### src/rtl/amp_seq_pkg.sv
package amp_seq_pkg;

  typedef enum logic [3:0] {
    ST_STBY,
    ST_CHECK,
    ST_WAKE,
    ST_MUTE,
    ST_PLAY,
    ST_F_OCP,
    ST_F_SUP,
    ST_F_OV,
    ST_F_OVT
  } seq_state_e;

  localparam int FLT_W     = 6;
  localparam int FLT_OCP   = 0;
  localparam int FLT_UV    = 1;
  localparam int FLT_OV    = 2;
  localparam int FLT_OVT   = 3;
  localparam int FLT_IMB   = 4;
  localparam int FLT_SHORT = 5;

  localparam logic [1:0] MODE_STBY = 2'b00;
  localparam logic [1:0] MODE_MUTE = 2'b01;

  // one-hot cause, highest priority first
  function automatic logic [FLT_W-1:0] fault_pick(input logic ovt, input logic ocp,
                                                  input logic ov, input logic uv,
                                                  input logic imb);
    logic [FLT_W-1:0] r;
    r = '0;
    if (ovt)      r[FLT_OVT] = 1'b1;
    else if (ocp) r[FLT_OCP] = 1'b1;
    else if (ov)  r[FLT_OV]  = 1'b1;
    else if (uv)  r[FLT_UV]  = 1'b1;
    else if (imb) r[FLT_IMB] = 1'b1;
    return r;
  endfunction

endpackage

### src/rtl/amp_seq_tick.sv
module amp_seq_tick #(
  parameter int CLKS_PER_MS = 125000
) (
  input  logic clk_i,
  input  logic rst_ni,
  input  logic clr_i,
  output logic tick_o
);
  localparam int CW = (CLKS_PER_MS > 1) ? $clog2(CLKS_PER_MS) : 1;
  localparam logic [CW-1:0] LAST = CW'(CLKS_PER_MS - 1);

  logic [CW-1:0] cnt_q;

  always_ff @(posedge clk_i or negedge rst_ni) begin
    if (!rst_ni)            cnt_q <= '0;
    else if (clr_i)         cnt_q <= '0;
    else if (cnt_q == LAST) cnt_q <= '0;
    else                    cnt_q <= cnt_q + 1'b1;
  end

  assign tick_o = (cnt_q == LAST);

  p_tick_wrap_r2: assert property (@(posedge clk_i) disable iff (!rst_ni)
    cnt_q <= LAST);

  p_tick_restart_r11: assert property (@(posedge clk_i) disable iff (!rst_ni)
    clr_i |=> (cnt_q == '0));

endmodule

### src/rtl/amp_seq_timer.sv
module amp_seq_timer #(
  parameter int MS_W = 8
) (
  input  logic            clk_i,
  input  logic            rst_ni,
  input  logic            clr_i,
  input  logic            tick_i,
  input  logic [MS_W-1:0] target_i,
  output logic            reached_o
);
  logic [MS_W-1:0] ms_q;
  logic            at_end;

  assign at_end = (ms_q == target_i);

  always_ff @(posedge clk_i or negedge rst_ni) begin
    if (!rst_ni)                ms_q <= '0;
    else if (clr_i)             ms_q <= '0;
    else if (tick_i && !at_end) ms_q <= ms_q + 1'b1;
  end

  // level from the final tick onward; saturates until cleared
  assign reached_o = at_end || (tick_i && (ms_q == target_i - MS_W'(1)));

  p_ms_bound_r2: assert property (@(posedge clk_i) disable iff (!rst_ni)
    ms_q <= target_i);

  p_ms_hold_r3: assert property (@(posedge clk_i) disable iff (!rst_ni)
    (!clr_i && !tick_i) |=> $stable(ms_q));

endmodule

### src/rtl/amp_seq_fault_log.sv
module amp_seq_fault_log
  import amp_seq_pkg::*;
(
  input  logic             clk_i,
  input  logic             rst_ni,
  input  logic             clr_i,
  input  logic             set_i,
  input  logic [FLT_W-1:0] cause_i,
  output logic [FLT_W-1:0] word_o
);
  always_ff @(posedge clk_i or negedge rst_ni) begin
    if (!rst_ni)     word_o <= '0;
    else if (clr_i)  word_o <= '0;
    else if (set_i)  word_o <= cause_i;
  end

  p_fault_onehot_r12: assert property (@(posedge clk_i) disable iff (!rst_ni)
    $onehot0(word_o));

  p_fault_clear_r11: assert property (@(posedge clk_i) disable iff (!rst_ni)
    clr_i |=> (word_o == '0));

endmodule

### src/rtl/amp_ctrl_seq.sv
module amp_ctrl_seq
  import amp_seq_pkg::*;
#(
  parameter int CLKS_PER_MS = 125000,
  parameter int WAKE_MS     = 110,
  parameter int UNMUTE_MS   = 110,
  parameter int RETRY_MS    = 220
) (
  input  logic             clk_i,
  input  logic             rst_ni,
  input  logic [1:0]       mode_req_i,
  input  logic             short_i,
  input  logic             ocp_i,
  input  logic             uv_i,
  input  logic             ov_i,
  input  logic             imbal_i,
  input  logic             ovt_i,
  input  logic             cool_i,
  output logic             pwr_en_o,
  output logic             sw_en_o,
  output logic             unmute_o,
  output logic [FLT_W-1:0] fault_o
);
  localparam int MAX_A  = (WAKE_MS > UNMUTE_MS) ? WAKE_MS : UNMUTE_MS;
  localparam int MAX_MS = (MAX_A > RETRY_MS) ? MAX_A : RETRY_MS;
  localparam int MS_W   = $clog2(MAX_MS + 1);

  seq_state_e       state_q, state_d;
  logic             tick, tmr_clr, reached;
  logic [MS_W-1:0]  target;
  logic [FLT_W-1:0] cause, log_cause;
  logic             trip, log_set, want_stby, want_play, supply_bad;

  assign want_stby  = (mode_req_i == MODE_STBY);
  assign want_play  = mode_req_i[1];
  assign supply_bad = uv_i | imbal_i;
  assign cause      = fault_pick(ovt_i, ocp_i, ov_i, uv_i, imbal_i);

  always_comb begin
    state_d = state_q;
    trip    = 1'b0;
    if (want_stby) begin
      state_d = ST_STBY;
    end else begin
      unique case (state_q)
        ST_STBY:  state_d = ST_CHECK;
        ST_CHECK: if (!short_i) state_d = ST_WAKE;
        ST_WAKE, ST_MUTE, ST_PLAY: begin
          if (|cause) begin
            trip = 1'b1;
            if (cause[FLT_OVT])      state_d = ST_F_OVT;
            else if (cause[FLT_OCP]) state_d = ST_F_OCP;
            else if (cause[FLT_OV])  state_d = ST_F_OV;
            else                     state_d = ST_F_SUP;
          end else if (state_q == ST_WAKE) begin
            if (reached) state_d = ST_MUTE;
          end else if (state_q == ST_MUTE) begin
            if (reached && want_play) state_d = ST_PLAY;
          end else begin
            if (!want_play) state_d = ST_MUTE;
          end
        end
        ST_F_OCP: if (reached) state_d = ST_WAKE;
        ST_F_SUP: if (!supply_bad && reached) state_d = ST_WAKE;
        ST_F_OV:  if (!ov_i) state_d = ST_WAKE;
        ST_F_OVT: if (cool_i) state_d = ST_WAKE;
        default:  state_d = ST_STBY;
      endcase
    end
  end

  always_ff @(posedge clk_i or negedge rst_ni) begin
    if (!rst_ni) state_q <= ST_STBY;
    else         state_q <= state_d;
  end

  always_comb begin
    unique case (state_q)
      ST_MUTE:            target = MS_W'(UNMUTE_MS);
      ST_F_OCP, ST_F_SUP: target = MS_W'(RETRY_MS);
      default:            target = MS_W'(WAKE_MS);
    endcase
  end

  // restart delays on every state change; supply delay runs only once flags clear
  assign tmr_clr = (state_d != state_q) || ((state_q == ST_F_SUP) && supply_bad);

  amp_seq_tick #(.CLKS_PER_MS(CLKS_PER_MS)) u_tick (
    .clk_i (clk_i),
    .rst_ni(rst_ni),
    .clr_i (tmr_clr),
    .tick_o(tick)
  );

  amp_seq_timer #(.MS_W(MS_W)) u_timer (
    .clk_i    (clk_i),
    .rst_ni   (rst_ni),
    .clr_i    (tmr_clr),
    .tick_i   (tick),
    .target_i (target),
    .reached_o(reached)
  );

  always_comb begin
    log_cause = cause;
    log_set   = trip;
    if (state_q == ST_CHECK && short_i && !want_stby) begin
      log_cause = '0;
      log_cause[FLT_SHORT] = 1'b1;
      log_set   = 1'b1;
    end
  end

  amp_seq_fault_log u_log (
    .clk_i  (clk_i),
    .rst_ni (rst_ni),
    .clr_i  (state_d == ST_STBY),
    .set_i  (log_set),
    .cause_i(log_cause),
    .word_o (fault_o)
  );

  assign pwr_en_o = (state_q == ST_WAKE) || (state_q == ST_MUTE) || (state_q == ST_PLAY);
  assign sw_en_o  = (state_q == ST_MUTE) || (state_q == ST_PLAY);
  assign unmute_o = (state_q == ST_PLAY);

  p_unmute_needs_sw_r13: assert property (@(posedge clk_i) disable iff (!rst_ni)
    unmute_o |-> (sw_en_o && pwr_en_o));

  p_stby_off_r11: assert property (@(posedge clk_i) disable iff (!rst_ni)
    want_stby |=> (!pwr_en_o && fault_o == '0));

  p_ocp_cut_r6: assert property (@(posedge clk_i) disable iff (!rst_ni)
    (pwr_en_o && ocp_i) |=> (!sw_en_o && !unmute_o && !pwr_en_o));

  p_short_blocks_r4: assert property (@(posedge clk_i) disable iff (!rst_ni)
    (state_q == ST_CHECK && short_i) |=> !pwr_en_o);

  p_ov_release_r8: assert property (@(posedge clk_i) disable iff (!rst_ni)
    (state_q == ST_F_OV && !ov_i && !want_stby) |=> pwr_en_o);

  p_unmute_needs_play_r3: assert property (@(posedge clk_i) disable iff (!rst_ni)
    $rose(unmute_o) |-> ($past(mode_req_i[1]) && $past(sw_en_o)));

endmodule

### config.mk
export PLATFORM = sky130hd
export DESIGN_NAME = amp_ctrl_seq
export DESIGN_NICKNAME = d
export VERILOG_FILES = /design/src/rtl/amp_seq_pkg.sv /design/src/rtl/amp_seq_tick.sv /design/src/rtl/amp_seq_timer.sv /design/src/rtl/amp_seq_fault_log.sv /design/src/rtl/amp_ctrl_seq.sv
export SDC_FILE = /design/constraint.sdc
export NUM_CORES = 1
export LEC_CHECK = 0
export BUFFER_PORTS_ARGS = -buffer_cell sky130_fd_sc_hd__buf_2
export CAP_MARGIN = 20
export CORE_UTILIZATION = 55
export CTS_CLUSTER_DIAMETER = 100
export DETAILED_ROUTE_END_ITERATION = 10
export PLACE_DENSITY = 0.74
export REMOVE_ABC_BUFFERS = 1
export SETUP_SLACK_MARGIN = 0.3
export SYNTH_ARGS = -nofsm -noshare
export SYNTH_HDL_FRONTEND = slang
export SYNTH_SLANG_ARGS = --single-unit
### constraint.sdc
create_clock -name clk_i -period 6.95 [get_ports clk_i]
set_clock_uncertainty 0.1 [all_clocks]
set_input_delay 1.39 -clock clk_i [delete_from_list [all_inputs] [get_ports clk_i]]
set_output_delay 1.39 -clock clk_i [all_outputs]
set_load 0.02 [all_outputs]
# Word-level counts from Yosys, hierarchy flattened
# Index checks and enable logic that the tools add are counted.
# W data, S select, Z words.
# op_classes
n_bitwise	1
n_reduce_logical	23
muxes	40
eq_ne	12
addsub	3
# ops
op	n
$mux W4	13
$mux W17	2
$pmux W4 S7	1
$mux W8	3
$mux W6	3
$add A17 B1 Y17 const B	1
$eq A17 B17 Y1 const B	1
$eq A4 B3 Y1 const B	4
$eq A8 B8 Y1	2
$mux W1	15
$add A8 B1 Y8 const B	1
$eq A4 B2 Y1 const B	2
$logic_not A4 Y1	2
$sub A8 B1 Y8 const B	1
$logic_and A1 B1 Y1	7
$logic_or A1 B1 Y1	5
$reduce_or A5 Y1	1
$eq A4 B1 Y1 const B	1
$eq A4 B4 Y1 const B	1
$mux W2	2
$ne A4 B4 Y1	1
$reduce_bool A2 Y1	2
$logic_not A1 Y1	3
$mux W3	1
4 further kinds	4
# word_totals
register_bits	35
input_bits	11
wordCells	83
out_inout_bits	9

# Logic depth before layout (Yosys ltp)
# depth
ltp_word	17
depth_mapped	10
depth_no_buf	8

# Hierarchy
# A second synthesis with hierarchy kept.
# unflattened
hier_cells	293
hier_area_um2	2572.5
# by_module_without_submodules
module	area_each_um2	n_inst	cells_each	seq_area_each_um2
amp_seq_tick	850.8	1	85	425.4
amp_ctrl_seq	742.0	1	105	100.1
amp_seq_timer	735.7	1	84	200.2
amp_seq_fault_log	244.0	1	19	150.1

# Worst setup path after synthesis
# OpenSTA, ideal clock, no wires.
# synth_path
path_kind	in2reg
start	input port ovt_i
end	register u_tick.cnt_q[10]
setup_ps	128
n_path_buf	2
required_time_ps	6722
t_arrival_ps	3242
stages	9
setup_slack_ps	3480
cell_sequence	clkbuf_1 or3_2 nor2_1 nand3b_1 a22oi_1 a22oi_2 mux2i_2 buf_6 nor3_2
# synth_between
elab_cells_between_ends	13
classes_between	1 x eq/ne; 10 x mux; 2 x reduce/logical
# synth_rtl
element	line	rtl
start: declaration	amp_ctrl_seq.sv:17	input logic ovt_i,
$mux W3	amp_seq_pkg.sv:32	if (ovt) r[FLT_OVT] = 1'b1;
$mux W2	amp_ctrl_seq.sv:52	else if (cause[FLT_OCP]) state_d = ST_F_OCP;
$mux W4	amp_ctrl_seq.sv:51	if (cause[FLT_OVT]) state_d = ST_F_OVT;
$mux W4 (*)	amp_ctrl_seq.sv:49	if (|cause) begin
$pmux W4 S7 (*)	amp_ctrl_seq.sv:45	unique case (state_q)
$mux W4 (*)	amp_ctrl_seq.sv:42	if (want_stby) begin
net state_d[1]	amp_ctrl_seq.sv:28	seq_state_e state_q, state_d;
$ne A4 B4 Y1 (*)	amp_ctrl_seq.sv:86	assign tmr_clr = (state_d != state_q) || ((state_q == ST_F_SUP) && supply_bad);
$logic_or A1 B1 Y1 (*)	amp_ctrl_seq.sv:86	
$mux W17 (*)	amp_seq_tick.sv:16	else if (clr_i) cnt_q <= '0;
end signal: assignment	amp_seq_tick.sv:18	else cnt_q <= cnt_q + 1'b1;
end: declaration	amp_seq_tick.sv:12	logic [CW-1:0] cnt_q;
# The timed path passes the listed nets; every way through them passes the cells marked *.
# A chain may end at the register's enable or synchronous reset.

# Final worst setup path
# layout_path
start	register u_tick.cnt_q[3]
end	register u_tick.cnt_q[16]
# layout_between
elab_chain_len	13
elab_cells_between_ends	19
classes_between	1 x add/sub; 2 x eq/ne; 11 x mux; 5 x reduce/logical
# layout_lines
element	line	rtl
$eq A17 B17 Y1 (*)	amp_seq_tick.sv:21	assign tick_o = (cnt_q == LAST);
$logic_and A1 B1 Y1 (*)	amp_seq_timer.sv:23	assign reached_o = at_end || (tick_i && (ms_q == target_i - MS_W'(1)));
$logic_or A1 B1 Y1 (*)	amp_seq_timer.sv:23	
$logic_and A1 B1 Y1	amp_ctrl_seq.sv:58	if (reached && want_play) state_d = ST_PLAY;
$mux W4	amp_ctrl_seq.sv:58	
$mux W4	amp_ctrl_seq.sv:57	end else if (state_q == ST_MUTE) begin
$mux W4	amp_ctrl_seq.sv:55	end else if (state_q == ST_WAKE) begin
$mux W4	amp_ctrl_seq.sv:49	
$pmux W4 S7 (*)	amp_ctrl_seq.sv:45	
$mux W4 (*)	amp_ctrl_seq.sv:42	
net state_d[1]	amp_ctrl_seq.sv:28	
$ne A4 B4 Y1 (*)	amp_ctrl_seq.sv:86	
$logic_or A1 B1 Y1 (*)	amp_ctrl_seq.sv:86	
$mux W17 (*)	amp_seq_tick.sv:16	
# Marks and branches as above.

==> flow_summary.yaml <==
cells_and_area:
  num-nets-final: 293
  final_common_cell: "dfrtp_1"
  antenna_cells: 0
  fin_cells: 333
  area_delta_synth_final_pct: 8.219
  fillers: 400
  layout_common_cells: "dfrtp_1, nand2_1, nor3_2, buf_2, xnor2_1"
  drive_gt1_share_pct: 24.20
power_and_ir_drop:
  p_leak_nw: 1.135
  vdd_drop_max_uv: 196.1
  power_density_nw_per_um2: 347.3
setup_path:
  worstSetupEndpointType: "flip-flop"
  arrival_ns: 3.68
  required_ns: 7.00
  startpoint_type: "flip-flop"
  path_class: "flip-flop to flip-flop"
  critPathMaxFanout: 16
  r2r_start: "u_tick.cnt_q[3]"
  r2r-end: "u_tick.cnt_q[16]"
  reg2reg_depth: 8
  rrSetupSlack_ns: 3.31
min_path:
  hold_end: "u_tick.cnt_q[0]"
  hp-start: "u_tick.cnt_q[0]"
  hold_path_class: "flip-flop to flip-flop"
  holdPathStages: 1
clock_network:
  cts.clk_slew.worst_paths_ns: 0.08
  numCtsBuffers: 5
  htreeDepth: 2
  cts_tree: "yes"
  root_buffer: "clkbuf_8"
  ctsResizeCount: 0
  clock-sinks: 35
  post-cts-setup-buffers: 0
  insertion_delay_ns: 0.29
  cts_hold_buf: 0
  clk_path_buf_depth: 2
yosys:
  synth_top_area_cell: "dfrtp_1"
  ys_seq_elements: 35
  synth_ff_type: "dfrtp_1"
  synth_cell_types: 61
  synth-async-reset-ratio_pct: 100.0
  synth_top_area_share_pct: 34.45
  synth_cells: 266
  avgSynthCellArea_um2: 9.558
  synth_edf_count: 0
  synth-seq-area-share_pct: 34.45
  synth_area_leaders: "dfrtp_1, nor3_2, xnor2_1"
  synth-warning-count: 0
  syn_area_um2: 2542
grt:
  grt_max_degree: 36
  antenna_found_initial: 0
  grtUsageTotal_pct: 24.44
  grt-ovfl-total: 0
  grt_pass1_vias: 2013
  grt_pass1_wl_um: 9501
floorplanning:
  die_x_um: 69.99
  start_util_pct: 57.99
  die_area_um2: 4899
  pin_count: 20
  core_area_um2: 4384
  die_y_um: 69.99
  row_count: 24
routing:
  route.detailed.drc: 0
  final_antenna_net_count: 0
  drtPass1Iterations: 4
  vias_per_cell: 6.312
  drt-initial-drc-count: 227
  vias: 2102
  wl_um: 5401
  wire_per_inst_um: 16.22
timing:
  hold_ws_ns: 0.3968
  fin_crit_ns: 3.640
  setup_viol: 0
  fmax_ghz: 0.2748
  rsz0062_at_grt: "no"
  hold_violations: 0
  worst_slack_ns: 3.310
  fin_setup_tns_ns: 0
  slew_headroom_pct: 47.91
  tightest_slew_ns: 0.7813
  report.final.slew_viol_count: 0
  finalCritPeriodShare_pct: 52.37
place:
  place.gp.congestion: 0.9871
  place_inst: 324
  io_buffers: 19
  pre_cts_slack_ns: 2.869
  place_hpwl_um: 3691
run:
  maxCapViolations: 0
status:
  status: "completed"
[through the flow]
stage | util (%) | total power (W) | cell area [um2]
3_3_place_gp | 59.36 | 0.0007097 | 2603
5_1_grt | 62.76 | 0.001010 | 2751
6_report | 62.76 | 0.0009555 | 2751
4_1_cts | 62.13 | 0.0009097 | 2724
3_5_place_dp | 59.36 | 0.0007080 | 2603
2_1_floorplan | - | 0.0005789 | 2426
[report_power, final]
| part | leakage, nW | switching (W) | internal, W | total (W) |
|---|---|---|---|---|
| Combinational | 0.590 | 0.000315 | 0.000166 | 0.000482 |
| Sequential | 0.483 | 0.0000519 | 0.000225 | 0.000277 |
| Clock | 0.0618 | 0.0000787 | 0.000118 | 0.000197 |
[final cells by class]
class / count / area, um2 / area share (%)
multi-input cells: 212 / 1540 / 55.98
repair buffers: 21 / 130.1 / 4.729
clock inverters: 2 / 38.79 / 1.410
well taps: 52 / 65.06 / 2.365
inverters: 5 / 18.77 / 0.6821
flip-flops and latches: 35 / 875.8 / 31.83
clock buffers: 6 / 82.58 / 3.001
[kinds of logic after synthesis]
kind of cell	Yosys count	share of synthesized area, %
AOI/OAI and AO/OA	42	12.55
and+or+nand+nor	139	36.32
buffers and inverters	19	5.315
muxes	5	2.116
adders and majority gates	2	0.9841
xor gates and xnor gates	24	8.268
DFF	35	34.45
[synthesized netlist by cell type, drive strengths merged (7+ instances only)]
cell type	n
dfrtp	35
nand2	26
a21oi	12
xnor2	13
xor2	11
clkbuf	8
nand4	9
nor3	25
and3	9
nor2	11
nand3	11
nor4	7
[critical path: stages (launching register included)]
cell and delay [ns]:
dfrtp_1 0.44, or4bb_2 0.69, nor4_4 0.45, o211ai_4 0.19, a2111o_1 0.46, a22oi_2 0.29
mux2i_4 0.57, buf_16 0.23, nor4_1 0.07
[metal layers]
metal	vias up	wire, um	global-route usage, %
li1	1014	-	-
met1	1017	2583	34.64
met2	65	2473	37.29
met3	6	289	4.329
met4	0	55	9.333
met5	-	0	0
[sequential cells by signal, indices dropped and copies added, names as in the netlist]
| signal | count |
|---|---|
| state_q | 4 |
| u_log.word_o | 6 |
| u_tick.cnt_q | 17 |
| u_timer.ms_q | 8 |
[worst max path at each step]
stage               startpoint          endpoint  slack (ns)  cells past startpoint
2_1_floorplan             ov_i  u_tick.cnt_q[14]        2.96                      7
3_3_place_gp             ovt_i  u_tick.cnt_q[14]        2.92                      8
3_5_place_dp             ovt_i   u_tick.cnt_q[6]        2.87                      8
4_1_cts        u_tick.cnt_q[3]  u_tick.cnt_q[16]        3.05                      7
5_1_grt             state_q[2]  u_tick.cnt_q[16]        3.12                      8
6_report       u_tick.cnt_q[3]  u_tick.cnt_q[16]        3.31                      8
Power figures use the tool's default switching activity.
